`src/rtl/supervisor_pkg.sv`:
```
package supervisor_pkg;

  typedef enum logic [1:0] {
    ST_LOCK = 2'd0,
    ST_CAL  = 2'd1,
    ST_WAIT = 2'd2,
    ST_RUN  = 2'd3
  } sup_state_e;

endpackage

```
`src/rtl/supply_seq_fsm.sv`:
```
module supply_seq_fsm
  import supervisor_pkg::*;
(
  input  logic       clk,
  input  logic       rst,
  input  logic       sup_lo,
  input  logic       sup_hi,
  input  logic       cal_done,
  input  logic       reset_req,
  output sup_state_e state_q,
  output sup_state_e state_d
);

  always_comb begin
    state_d = state_q;
    if (!sup_lo) begin
      state_d = ST_LOCK;
    end else begin
      unique case (state_q)
        ST_LOCK: if (sup_hi)    state_d = ST_CAL;
        ST_CAL:  if (cal_done)  state_d = ST_WAIT;
        ST_WAIT: if (reset_req) state_d = ST_RUN;
        ST_RUN:                 state_d = ST_RUN;
        default:                state_d = ST_LOCK;
      endcase
    end
  end

  always_ff @(posedge clk) begin
    if (rst) state_q <= ST_LOCK;
    else     state_q <= state_d;
  end


  lock_hold_chk: assert property (@(posedge clk) disable iff (rst)
    (state_q == ST_LOCK && !sup_hi) |=> state_q == ST_LOCK);


  cal_hold_chk: assert property (@(posedge clk) disable iff (rst)
    (state_q == ST_CAL && sup_lo && !cal_done) |=> state_q == ST_CAL);


  first_reset_chk: assert property (@(posedge clk) disable iff (rst)
    (state_q == ST_WAIT && sup_lo && reset_req) |=> state_q == ST_RUN);

endmodule

```
`src/rtl/reset_interval_wd.sv`:
```
module reset_interval_wd #(
  parameter int WD_TIMEOUT = 12500
) (
  input  logic clk,
  input  logic rst,
  input  logic run_next,
  input  logic reset_req,
  output logic trip_next
);

  localparam int CW = $clog2(WD_TIMEOUT + 1);
  localparam logic [CW-1:0] LIMIT = CW'(WD_TIMEOUT);

  logic [CW-1:0] cnt_q, cnt_d;

  always_comb begin
    if (!run_next || reset_req)  cnt_d = '0;
    else if (cnt_q != LIMIT)     cnt_d = cnt_q + 1'b1;
    else                         cnt_d = cnt_q;
  end

  assign trip_next = run_next && !reset_req && (cnt_d == LIMIT);

  always_ff @(posedge clk) begin
    if (rst) cnt_q <= '0;
    else     cnt_q <= cnt_d;
  end


  clear_on_reset_chk: assert property (@(posedge clk) disable iff (rst)
    reset_req |=> cnt_q == '0);


  saturate_chk: assert property (@(posedge clk) disable iff (rst)
    (cnt_q == LIMIT && run_next && !reset_req) |=> cnt_q == LIMIT);

endmodule

```
`src/rtl/sense_supervisor.sv`:
```
module sense_supervisor
  import supervisor_pkg::*;
#(
  parameter int WD_TIMEOUT = 12500
) (
  input  logic clk,
  input  logic rst,
  input  logic sup_above_lo,
  input  logic sup_above_hi,
  input  logic cal_done,
  input  logic reset_req,
  output logic out_force_min,
  output logic reset_enable,
  output logic cal_start,
  output logic fault_n
);

  sup_state_e state_q, state_d;
  logic       trip_next;

  supply_seq_fsm u_fsm (
    .clk       (clk),
    .rst       (rst),
    .sup_lo    (sup_above_lo),
    .sup_hi    (sup_above_hi),
    .cal_done  (cal_done),
    .reset_req (reset_req),
    .state_q   (state_q),
    .state_d   (state_d)
  );

  reset_interval_wd #(.WD_TIMEOUT(WD_TIMEOUT)) u_wd (
    .clk       (clk),
    .rst       (rst),
    .run_next  (state_d == ST_RUN),
    .reset_req (reset_req),
    .trip_next (trip_next)
  );

  always_ff @(posedge clk) begin
    if (rst) begin
      out_force_min <= 1'b1;
      reset_enable  <= 1'b0;
      cal_start     <= 1'b0;
      fault_n       <= 1'b1;
    end else begin
      out_force_min <= (state_d != ST_RUN) || trip_next;
      reset_enable  <= (state_d == ST_WAIT) || (state_d == ST_RUN);
      cal_start     <= (state_q == ST_LOCK) && (state_d == ST_CAL);
      fault_n       <= !trip_next;
    end
  end


  brownout_chk: assert property (@(posedge clk) disable iff (rst)
    !sup_above_lo |=> (out_force_min && !reset_enable && fault_n));


  cal_pulse_chk: assert property (@(posedge clk) disable iff (rst)
    cal_start |=> !cal_start);


  fault_forces_min_chk: assert property (@(posedge clk) disable iff (rst)
    !fault_n |-> out_force_min);


  fault_clear_chk: assert property (@(posedge clk) disable iff (rst)
    (!fault_n && reset_req && sup_above_lo) |=> fault_n);

endmodule

```
`config.mk`:
```
export PLATFORM = sky130hd
export DESIGN_NAME = sense_supervisor
export DESIGN_NICKNAME = d
export VERILOG_FILES = /design/src/rtl/supervisor_pkg.sv /design/src/rtl/supply_seq_fsm.sv /design/src/rtl/reset_interval_wd.sv /design/src/rtl/sense_supervisor.sv
export SDC_FILE = /design/constraint.sdc
export NUM_CORES = 1
export LEC_CHECK = 0
export BUFFER_PORTS_ARGS = -buffer_cell sky130_fd_sc_hd__buf_2
export CAP_MARGIN = 0
export CORE_MARGIN = 8
export CORE_UTILIZATION = 40
export DETAILED_ROUTE_END_ITERATION = 8
export PLACE_DENSITY_LB_ADDON = 0.15
export SLEW_MARGIN = 0
export SYNTH_ARGS = -nofsm -noshare
export SYNTH_HDL_FRONTEND = slang
export SYNTH_HIERARCHICAL = 1
export SYNTH_SLANG_ARGS = --single-unit
```
`constraint.sdc`:
```
create_clock -name clk -period 4.32 [get_ports clk]
set_input_delay 0.432 -clock clk [delete_from_list [all_inputs] [get_ports clk]]
set_output_delay 0.432 -clock clk [all_outputs]
set_load 0.03 [all_outputs]
```
==> implementation parameters <==
Parameter                              Value

Run status
  Run status    completed

Power and ir drop
  Worst vdd ir    about 0.19 mV
  Sequential share of power    0.658
  Power density cells    237.7 nW/um^2
  Net switching power of the design    0.00006080 W
  Cell-internal power    between 0.0002 and 0.00025 W
  Clock network fraction of design power    0.302
  Final total power    0.0002840 W
  Net switching fraction of the power    0.2141
  Power share of the combinational group    0.040
  Standby leakage power    approximately 0.47 nW

Clocking
  Clock network latency to the later pin of the worst-skew pair    0.29 ns
  Maximum number of buffers from clock root to sink    2
  Number of buffers created by CTS    3
  Clk sink count    20
  Quantity of gates resized following cts    0
  Root buffer cell    sky130_fd_sc_hd__clkbuf_4
  Clock-pin slew on the worst setup and hold paths    0.11 ns
  Clock tree from TritonCTS    built
  H-tree lvl count    1
  Post-CTS setup buffer count    0
  Post-CTS Hold Fix Bufs    0

Setup path
  Worst R2R End    out_force_min
  Critical R2R Launch    u_wd/cnt_q[0]
  Cell-by-cell trace of the critical path    ha_1 > nand3_2 > nor2_1 > mux2i_1 > nand4_1 > and4b_1 > nor2_1 > nand2_1
  Startpoint type of the worst setup path    flop
  Data arrival time of the worst path    2.34 ns
  Length in cells of the worst reg-to-reg path    8
  Category of the worst setup path capture point    flop
  CP max FO    6
  Delay of the slowest critical-path stage    0.46 ns
  Slowest cell on the critical path    sky130_fd_sc_hd__dfxtp_1
  Crit path kind    reg -> reg
  Setup slack of the most critical reg-to-reg path    2.22 ns
  Data required time of the worst path    4.56 ns
  Most used cell along the critical path    sky130_fd_sc_hd__nor2_1
  Crit path depth    8
  Number of buffer and inverter instances along the worst setup path    0
  Kind of cell adding the most delay to the critical path    simple AND/OR/NAND/NOR gates

Floorplan
  Die Width    68.26 um
  Die outline height    68.26 um
  Core Area    around 2700 um^2
  Site row count    19
  Count of pins on the block boundary    10
  Area of the die    4659 um^2
  Starting utilization of the core area    0.4102

STA
  RSZ-0062 raised after global routing    false
  Remaining max-slew budget at the tightest pin    0.6259
  Final setup viols    0
  Fmax    0.4771 GHz
  Crit share post-route    0.4852
  Time the worst path needs with I/O delays and setup    approximately 2.1 ns
  Setup total negative slack    0 ns
  Pins over their slew limit    0
  Worst hold margin    roughly 0.36 ns
  Clock tree skew after final layout    roughly 0.0033 ns
  Total count of hold-check failures in the final report    0
  Pin slew with the least headroom to its limit    0.5611 ns

Worst hold path
  Hold path endpoint    reset_enable
  Min-Delay Path Depth    2
  Startpoint of the lowest-slack hold path    rst
  Hold WC Path Type    in -> reg

Detailed routing
  Wire length per cell    ~13 um
  Number of DRC markers after the initial detailed-route iteration    17
  Remaining DRCs    0
  Drt pass-1 iters    4
  Number of nets with antenna violations after detailed routing    0
  Via Count    roughly 830
  Number of vias per cell after detailed routing    about 5.2
  Detailed-route wire length    2067 um

Global routing
  Vias in the first global route    roughly 900
  Global-route congestion overflow total    0
  Gr usage total    0.1067
  Number of antenna violations at the first check in global routing    0
  Wire length of the first global-routing pass    3760 um
  Pin count of the biggest net entering global routing    15

Run
  Max-cap violations    0

Place
  Final weighted congestion in routability-driven placement    ~0.81
  HPWL after detailed placement    1628 um
  Count of placed standard cells including taps    156
  Port bufs    9
  Placed Instance Area    1172 um^2

Yosys
  Ys async rst share    0
  Mapped Nets    approximately 130
  Register area share after synthesis    0.3666
  Avg Cell Area, Syn    9.336 um^2
  Leading post-synthesis cells by cell area    sky130_fd_sc_hd__dfxtp_1 37%, sky130_fd_sc_hd__xnor2_1 7.2%, sky130_fd_sc_hd__nor2_1 5.5%
  Cell accounting for the most synthesized area    sky130_fd_sc_hd__dfxtp_1
  Unique masters post-synth    39
  Seq cells post-synth    20
  Post-synth top area share    0.3666
  EDFF count, synth    0
  Yosys Warn Count    6
  Main synth FF type    sky130_fd_sc_hd__dfxtp_1
  Number of cells produced by synthesis    ~120
  Post-synth design cell area    1092 um^2

Finish
  Final design area excluding fillers    approximately 1200 um^2
  Share of cells above drive strength 1    0.2109
  Signed area change from the synthesized netlist to the final layout    9.393%
  Commonest cells after routing, fill and taps aside    20 x sky130_fd_sc_hd__dfxtp_1, 16 x sky130_fd_sc_hd__nor2_1, 9 x sky130_fd_sc_hd__buf_2, 9 x sky130_fd_sc_hd__xnor2_1
  Antenna cells    0
  Most common library cell in the layout ignoring fill and taps    sky130_fd_sc_hd__dfxtp_1
  Layout net count    138
  Post-route non-filler standard cell count    159
-- Yosys cell counts, drive strengths merged (2+ instances only) --
library cell   n
or3            2
o21ai          5
dfxtp         20
ha             2
and2           4
nor2b          4
nand2b         3
a21oi          4
nand3          7
nor4           3
nor3b          2
xor2           4
nor2          16
nor3           2
nand2          7
xnor2          9
and4b          2
nand4          4
inv            6
-- how the worst max path moves through the flow --
stage / start / to / slack [ns]
after floorplan: sup_above_hi / fault_n / 2.45
after global placement: sup_above_hi / out_force_min / 2.25
after detailed placement: sup_above_hi / out_force_min / 2.22
after CTS: u_wd/cnt_q[0] / out_force_min / 2.21
after global routing: u_wd/cnt_q[0] / out_force_min / 2.05
final: u_wd/cnt_q[0] / out_force_min / 2.22
-- power by group through the flow --
stage	sequential [W]	clock [W]	combinational (W)
after CTS	0.000187	0.0000889	0.0000116
final	0.000187	0.0000858	0.0000115
after floorplan	0.000192	0	0.00000515
after detailed placement	0.000191	0	0.0000115
after global placement	0.000191	0	0.0000111
after global routing	0.000187	0.0000991	0.0000127
-- layout make-up --
class | count | area [um^2]
Clock buffer | 3 | 22.52
Fill cell | 266 | 1468
Inverter | 6 | 22.52
Multi-Input combinational cell | 90 | 665.6
Sequential cell | 20 | 400.4
Tap cell | 31 | 38.79
Timing Repair Buffer | 9 | 45.04
-- through the flow --
stage / worst slack, ns / util
after floorplan: 2.451 / -
after global placement: 2.249 / 0.4403
after detailed placement: 2.223 / 0.4403
after CTS: 2.206 / 0.4488
after global routing: 2.046 / 0.4488
final: 2.224 / 0.4488
-- kinds of logic (layout without fill, tap and decap cells) --
family                     count (synthesis)  count (layout)  share of synthesized area
buffers and inverters                      7              18                    0.02405
DFF                                       20              20                     0.3665
adders and majority gates                  3               3                    0.03207
and+or+nand+nor                           57              57                     0.3551
AOI/OAI and AO/OA                         15              15                    0.09507
xor gates and xnor gates                  13              13                     0.1042
muxes                                      2               2                    0.02291
-- flip-flops by register name (all words and copies together) (netlist names) --
name and flops:
u_wd/cnt_q 14, u_fsm/state_q 2, cal_start 1, fault_n 1
out_force_min 1, reset_enable 1
-- layer usage --
metal,global-route usage,vias to the layer above,part of all wire
li1,-,435,-
met1,0.1137,385,0.46
met2,0.1958,9,0.51
met3,0.02455,4,0.017
met4,0.04604,0,0.016
met5,0,-,0
Note: power is estimated with default switching activity, not from simulation.
